**config.mk**
```make
export PLATFORM = sky130hd
export DESIGN_NAME = lb_fabric
export DESIGN_NICKNAME = d
export VERILOG_FILES = /design/src/rtl/lb_pkg.sv /design/src/rtl/lb_slot_ctr.sv /design/src/rtl/lb_rotator.sv /design/src/rtl/lb_voq.sv /design/src/rtl/lb_mid_port.sv /design/src/rtl/lb_fabric.sv
export SDC_FILE = /design/constraint.sdc
export NUM_CORES = 1
export LEC_CHECK = 0
export ABC_AREA = 0
export BUFFER_PORTS_ARGS = -buffer_cell sky130_fd_sc_hd__clkbuf_2
export CAP_MARGIN = 40
export CORE_UTILIZATION = 35
export CTS_CLUSTER_DIAMETER = 50
export DETAILED_ROUTE_END_ITERATION = 8
export PLACE_DENSITY = 0.55
export SLEW_MARGIN = 20
export SYNTH_ARGS = -nofsm -noshare
export SYNTH_HDL_FRONTEND = slang
export SYNTH_SLANG_ARGS = --single-unit
```
**constraint.sdc**
```tcl
create_clock -name clk -period 4.8 [get_ports clk]
set_input_delay 0.96 -clock clk [delete_from_list [all_inputs] [get_ports clk]]
set_output_delay 0.96 -clock clk [all_outputs]
set_load 0.02 [all_outputs]
```
**src/rtl/lb_pkg.sv**
```systemverilog
package lb_pkg;

    localparam int unsigned DEF_PORTS = 4;
    localparam int unsigned DEF_PAY_W = 8;
    localparam int unsigned DEF_DEPTH = 4;
    localparam int unsigned DEF_CNT_W = 8;

    // (a + b) mod n
    function automatic int unsigned wrap_add(int unsigned a, int unsigned b, int unsigned n);
        return (a + b) % n;
    endfunction

    // (a - b) mod n, b already below n
    function automatic int unsigned wrap_sub(int unsigned a, int unsigned b, int unsigned n);
        return (a + n - (b % n)) % n;
    endfunction

endpackage

```
**src/rtl/lb_slot_ctr.sv**
```systemverilog
module lb_slot_ctr #(
    parameter int unsigned N = lb_pkg::DEF_PORTS,
    localparam int unsigned SW = $clog2(N)
) (
    input  logic          clk,
    input  logic          rst,
    output logic [SW-1:0] slot
);
    always_ff @(posedge clk) begin
        if (rst)                      slot <= '0;
        else if (slot == SW'(N - 1))  slot <= '0;
        else                          slot <= slot + SW'(1);
    end

    p_slot_wrap_r2: assert property (@(posedge clk) disable iff (rst)
        (slot == SW'(N - 1)) |=> (slot == '0));

    p_slot_step_r2: assert property (@(posedge clk) disable iff (rst)
        (slot != SW'(N - 1)) |=> (slot == $past(slot) + SW'(1)));
endmodule

```
**src/rtl/lb_rotator.sv**
```systemverilog
module lb_rotator #(
    parameter int unsigned N = lb_pkg::DEF_PORTS,
    parameter int unsigned W = 8,
    localparam int unsigned SW = $clog2(N)
) (
    input  logic [SW-1:0]         shift,
    input  logic [N-1:0][W-1:0]   din,
    output logic [N-1:0][W-1:0]   dout
);
    import lb_pkg::*;

    // output o takes input (o - shift) mod N, i.e. input i lands on (i + shift) mod N
    for (genvar o = 0; o < N; o++) begin : g_lane
        logic [SW-1:0] src;
        always_comb begin
            src     = SW'(wrap_sub(o, 32'(shift), N));
            dout[o] = din[src];
        end
    end
endmodule

```
**src/rtl/lb_voq.sv**
```systemverilog
module lb_voq #(
    parameter int unsigned DEPTH = lb_pkg::DEF_DEPTH,
    parameter int unsigned W     = lb_pkg::DEF_PAY_W,
    localparam int unsigned AW   = (DEPTH > 1) ? $clog2(DEPTH) : 1,
    localparam int unsigned CW   = $clog2(DEPTH + 1)
) (
    input  logic         clk,
    input  logic         rst,
    input  logic         push,
    input  logic [W-1:0] din,
    input  logic         pop,
    output logic [W-1:0] dout,
    output logic         empty,
    output logic         full
);
    logic [W-1:0]  mem [DEPTH];
    logic [AW-1:0] wr_ptr, rd_ptr;
    logic [CW-1:0] count;

    function automatic logic [AW-1:0] next_ptr(logic [AW-1:0] p);
        return (p == AW'(DEPTH - 1)) ? '0 : p + AW'(1);
    endfunction

    always_ff @(posedge clk) begin
        if (rst) begin
            wr_ptr <= '0;
            rd_ptr <= '0;
            count  <= '0;
        end else begin
            if (push) begin
                mem[wr_ptr] <= din;
                wr_ptr      <= next_ptr(wr_ptr);
            end
            if (pop) rd_ptr <= next_ptr(rd_ptr);
            if (push && !pop)      count <= count + CW'(1);
            else if (pop && !push) count <= count - CW'(1);
        end
    end

    assign dout  = mem[rd_ptr];
    assign empty = (count == '0);
    assign full  = (count == CW'(DEPTH));

    p_push_room_r6: assert property (@(posedge clk) disable iff (rst) push |-> !full);
    p_pop_filled_r5: assert property (@(posedge clk) disable iff (rst) pop |-> !empty);
endmodule

```
**src/rtl/lb_mid_port.sv**
```systemverilog
module lb_mid_port #(
    parameter int unsigned PORT_ID = 0,
    parameter int unsigned N       = lb_pkg::DEF_PORTS,
    parameter int unsigned PAY_W   = lb_pkg::DEF_PAY_W,
    parameter int unsigned DEPTH   = lb_pkg::DEF_DEPTH,
    parameter int unsigned CNT_W   = lb_pkg::DEF_CNT_W,
    localparam int unsigned SW     = $clog2(N)
) (
    input  logic             clk,
    input  logic             rst,
    input  logic [SW-1:0]    slot,
    input  logic             in_valid,
    input  logic [SW-1:0]    in_dst,
    input  logic [PAY_W-1:0] in_pay,
    output logic             out_valid,
    output logic [PAY_W-1:0] out_pay,
    output logic [CNT_W-1:0] drop_cnt
);
    import lb_pkg::*;

    logic [SW-1:0]             serve;
    logic [N-1:0]              q_full, q_empty, q_push, q_pop;
    logic [N-1:0][PAY_W-1:0]   q_head;
    logic                      hit_full;

    // second-stage connection for this port in the current slot
    assign serve = SW'(wrap_add(PORT_ID, 32'(slot), N));

    for (genvar k = 0; k < N; k++) begin : g_voq
        lb_voq #(.DEPTH(DEPTH), .W(PAY_W)) u_q (
            .clk   (clk),
            .rst   (rst),
            .push  (q_push[k]),
            .din   (in_pay),
            .pop   (q_pop[k]),
            .dout  (q_head[k]),
            .empty (q_empty[k]),
            .full  (q_full[k])
        );
        assign q_push[k] = in_valid && (in_dst == SW'(k)) && !q_full[k];
        assign q_pop[k]  = (serve == SW'(k)) && !q_empty[k];
    end

    assign out_valid = !q_empty[serve];
    assign out_pay   = q_head[serve];
    assign hit_full  = in_valid && q_full[in_dst];

    always_ff @(posedge clk) begin
        if (rst)                          drop_cnt <= '0;
        else if (hit_full && ~&drop_cnt)  drop_cnt <= drop_cnt + CNT_W'(1);
    end

    p_drop_step_r6: assert property (@(posedge clk) disable iff (rst)
        (in_valid && q_full[in_dst] && (drop_cnt != '1)) |=> (drop_cnt == $past(drop_cnt) + CNT_W'(1)));

    p_drop_hold_r7: assert property (@(posedge clk) disable iff (rst)
        !(in_valid && q_full[in_dst]) |=> $stable(drop_cnt));
endmodule

```
**src/rtl/lb_fabric.sv**
```systemverilog
module lb_fabric #(
    parameter int unsigned N     = lb_pkg::DEF_PORTS,
    parameter int unsigned PAY_W = lb_pkg::DEF_PAY_W,
    parameter int unsigned DEPTH = lb_pkg::DEF_DEPTH,
    parameter int unsigned CNT_W = lb_pkg::DEF_CNT_W,
    localparam int unsigned SW   = $clog2(N)
) (
    input  logic               clk,
    input  logic               rst,
    input  logic [N-1:0]       in_valid,
    input  logic [N*SW-1:0]    in_dst,
    input  logic [N*PAY_W-1:0] in_pay,
    output logic [N-1:0]       out_valid,
    output logic [N*PAY_W-1:0] out_pay,
    output logic [N*CNT_W-1:0] drop_cnt
);
    typedef struct packed {
        logic             valid;
        logic [SW-1:0]    dst;
        logic [PAY_W-1:0] pay;
    } tagged_cell_t;

    typedef struct packed {
        logic             valid;
        logic [PAY_W-1:0] pay;
    } out_cell_t;

    localparam int unsigned TW = $bits(tagged_cell_t);
    localparam int unsigned OW = $bits(out_cell_t);

    logic [SW-1:0]      slot;
    tagged_cell_t [N-1:0] in_cells, mid_cells;
    out_cell_t    [N-1:0] mid_out, routed, out_q;
    logic [N-1:0][CNT_W-1:0] mid_drop;

    lb_slot_ctr #(.N(N)) u_slot (.clk(clk), .rst(rst), .slot(slot));

    for (genvar i = 0; i < N; i++) begin : g_in
        assign in_cells[i].valid = in_valid[i];
        assign in_cells[i].dst   = in_dst[i*SW +: SW];
        assign in_cells[i].pay   = in_pay[i*PAY_W +: PAY_W];
    end

    // stage one: input i -> intermediate (i + slot) mod N
    lb_rotator #(.N(N), .W(TW)) u_stage1 (
        .shift (slot),
        .din   (in_cells),
        .dout  (mid_cells)
    );

    for (genvar j = 0; j < N; j++) begin : g_mid
        lb_mid_port #(
            .PORT_ID (j),
            .N       (N),
            .PAY_W   (PAY_W),
            .DEPTH   (DEPTH),
            .CNT_W   (CNT_W)
        ) u_mid (
            .clk       (clk),
            .rst       (rst),
            .slot      (slot),
            .in_valid  (mid_cells[j].valid),
            .in_dst    (mid_cells[j].dst),
            .in_pay    (mid_cells[j].pay),
            .out_valid (mid_out[j].valid),
            .out_pay   (mid_out[j].pay),
            .drop_cnt  (mid_drop[j])
        );
        assign drop_cnt[j*CNT_W +: CNT_W] = mid_drop[j];
    end

    // stage two: intermediate j -> output (j + slot) mod N
    lb_rotator #(.N(N), .W(OW)) u_stage2 (
        .shift (slot),
        .din   (mid_out),
        .dout  (routed)
    );

    always_ff @(posedge clk) begin
        if (rst) out_q <= '0;
        else     out_q <= routed;
    end

    for (genvar o = 0; o < N; o++) begin : g_out
        assign out_valid[o]               = out_q[o].valid;
        assign out_pay[o*PAY_W +: PAY_W]  = out_q[o].pay;
    end
endmodule

```
==> summary.txt <==
Reg2Reg Setup Slack = 0.93 ns
Worst reg2reg endpoint = g_mid[0].u_mid.g_voq[0].u_q.count[2]
CTS Root Cell = clkbuf_16
Worst Tran Pin Value = 0.8484 ns
Slew Viols, Final = 0
Remaining DRCs = 0
Req. time, crit path = 5.35 ns
CTS H-tree depth = 3
FILL cells = 7902
Total number of yosys warnings = 0
Syn_nets = 2168
Initial DRC Count = 1314
Unique masters post-synth = 55
Maximum VDD drop = 0.2732 mV
Fin crit period = 3.868 ns
WL/cell = 22.51 µm
Unrepaired setup endpoints after global routing = false
Setup Skew = 0.01873 ns
Area delta synth->final = 15.11%
GRT Util Overall = 16.85%
Clock transition at the registers of the reported paths = 0.06 ns
1st-pass router iterations = 5
Setup bufs post-CTS = 0
Die Ht = 299.3 µm
TritonCTS Buffers = 81
Clock Path Buffers = 3
Min setup slack post-route = 0.9322 ns
Die W = 299.3 µm
Status = finished clean
Vias in the first global route = 17720
Most used DFF post-synth = edfxtp_1
Setup TNS = 0 ns
Drt total wl = 75250 µm
Reg area = 19670 µm²
Detailed-route via count = 17600
Hold wc startpoint = g_mid[2].u_mid.g_voq[1].u_q.count[2]
Final nets = 2288
Total core area = 87160 µm²
CP Class = flop to flop
Crit path DAT = 4.42 ns
Pwr dens = 503.0 nW/µm²
Ratio of cells with drive above 1 in the final layout = 21.63%
Via density = 5.264
Initial Util = 35.48%
Multi-input gate area = 10650 µm²
Overflow after GRT = 0
EDFF count, synth = 512
Pin count of the biggest net entering global routing = 114
Worst skew pair latency = 0.64 ns
Hold-fix buffers, CTS = 0
Dpl ws = 0.9575 ns
Leakage = 12.58 nW
R2r startpoint = u_slot.slot[0]
Async S/R FF share, synth = 0%
Post-Syn Area = 30930 µm²
CP Capture Type = flop
Post-route ant nets = 0
CTS tree = yes
IO Count = 114
Synthesized instance count = 1998
Initial antenna violation count = 7
Worst Hold Slack = 0.5010 ns
Post_cts resized = 0
Rel. slew slack = 41.98%
Hold Path End = g_mid[2].u_mid.g_voq[1].u_q.count[2]
Hold Crit Depth = 2
IO buf count = 113
Crit start category = flop
Tcrit/Tclk final = 80.58%
# rows = 108
Worst hold path type = flop to flop
R2R cell count = 11
CP max FO = 24
Seq cells post-synth = 726
Die area = 89550 µm²
Final HPWL DP = 52730 µm
Final hold violations = 0
Max-cap violations = 0
Seq/Total Area, Yosys = 63.57%
Setup violations, final = 0
Placer Congestion = 0.7997
Post-Syn Area per Cell = 15.48 µm²
Max Clock Freq = 0.2585 GHz
Clock Sinks = 726
First-pass GRT wire length = 111700 µm
flip-flops by register name (all words and copies together) (netlist names), named ones only:
signal / flops
u_slot.slot: 2
g_mid.u_mid.drop_cnt: 32
g_mid.u_mid.g_voq.u_q.rd_ptr: 32
g_mid.u_mid.g_voq.u_q.count: 48
g_mid.u_mid.g_voq.u_q.wr_ptr: 32
out_pay: 32
out_valid: 4
g_mid.u_mid.g_voq.u_q.mem: 512
cells in the final DEF (no fill, tap or decap), types with 18 or more instances in the layout:
cell type,netlist,final
o21ai_0,43,43
ha_1,108,107
clkbuf_16,0,88
or3_1,38,38
inv_1,65,65
mux2i_1,88,88
and2_1,52,52
mux4_2,172,172
clkbuf_2,0,112
nor2_1,141,141
dfxtp_1,214,212
and3_1,18,18
edfxtp_1,512,512
a21oi_1,72,72
xor2_1,32,32
o22ai_1,22,22
nand3_1,25,25
nor3_1,34,34
nand2_1,110,110
layer usage:
layer  GRT usage [%]  share of wire [%]
met1           23.48                 44
met2           26.14                 46
met3           4.182                7.4
met4           4.689                2.5
met5               0              0.073
metrics by stage:
stage | util [%] | instance area [µm²] | power [mW] | cells
finish | 40.84 | 35600 | 17.91 | 3343
global route | 40.84 | 35600 | 18.66 | 3342
CTS | 40.82 | 35580 | 18.08 | 3339
detailed placement | 37.49 | 32680 | 11.46 | 3187
global placement | 37.49 | 32670 | 11.30 | 3186
floorplan | - | 30930 | 10.18 | 1998
critical path, stage by stage (launching register included):
cell,delay [ns]
dfxtp_4,0.55
inv_1,0.26
ha_4,0.41
mux4_2,0.57
nand2b_1,0.19
nor3_2,0.38
ha_1,0.27
inv_1,0.07
fa_1,0.44
xor2_1,0.18
or3_1,0.30
a21oi_1,0.16
power breakdown:
part	internal, mW	total [mW]	switching [mW]
clock network	3.93	6.59	2.66
registers	7.37	7.84	0.473
logic	1.39	3.48	2.09
worst max path at each step:
stage                         startpoint                                   end  slack, ns  cells after the start
final                     u_slot.slot[0]  g_mid[0].u_mid.g_voq[0].u_q.count[2]       0.93                     11
after global routing      u_slot.slot[0]  g_mid[0].u_mid.g_voq[0].u_q.count[2]       0.72                     11
after CTS                 u_slot.slot[0]  g_mid[0].u_mid.g_voq[0].u_q.count[2]       0.92                     11
after detailed placement  u_slot.slot[0]  g_mid[0].u_mid.g_voq[0].u_q.count[2]       0.96                     11
after global placement    u_slot.slot[0]  g_mid[0].u_mid.g_voq[0].u_q.count[2]       1.05                     11
after floorplan           u_slot.slot[1]  g_mid[0].u_mid.g_voq[0].u_q.count[2]       1.02                     14
cell usage after synthesis (25+ instances only):
library cell / instances / area (µm²)
or3_1: 38 / 237.7
xor2_1: 32 / 280.3
a21oi_1: 72 / 360.4
clkbuf_1: 50 / 187.7
nor2_1: 141 / 529.3
inv_1: 65 / 244.0
ha_1: 108 / 1351
and2_1: 52 / 325.3
mux2i_1: 88 / 880.8
edfxtp_1: 512 / 15370
nand3_1: 25 / 125.1
dfxtp_1: 214 / 4284
nand2_1: 110 / 412.9
nor3_1: 34 / 170.2
o21ai_0: 43 / 215.2
mux4_2: 172 / 3874
cells by family after synthesis:
| group | after synthesis | synth area share (%) |
|---|---|---|
| flops | 726 | 63.57 |
| simple gates | 490 | 7.934 |
| mux | 281 | 16.44 |
| compound gates | 188 | 3.706 |
| buf+inv | 157 | 2.043 |
| fa+ha+maj | 124 | 5.405 |
| xor+xnor | 32 | 0.9063 |
final cells by class:
cell class | count | area share, %
inverters | 66 | 0.6959
multi-input cells | 1115 | 29.91
diodes | 1 | 0.007029
flip-flops and latches | 726 | 55.24
clock inverters | 49 | 1.747
clock buffers | 103 | 6.400
well taps | 1155 | 4.059
repair buffers | 128 | 1.937
No activity file was read; power rests on OpenSTA's default activity.
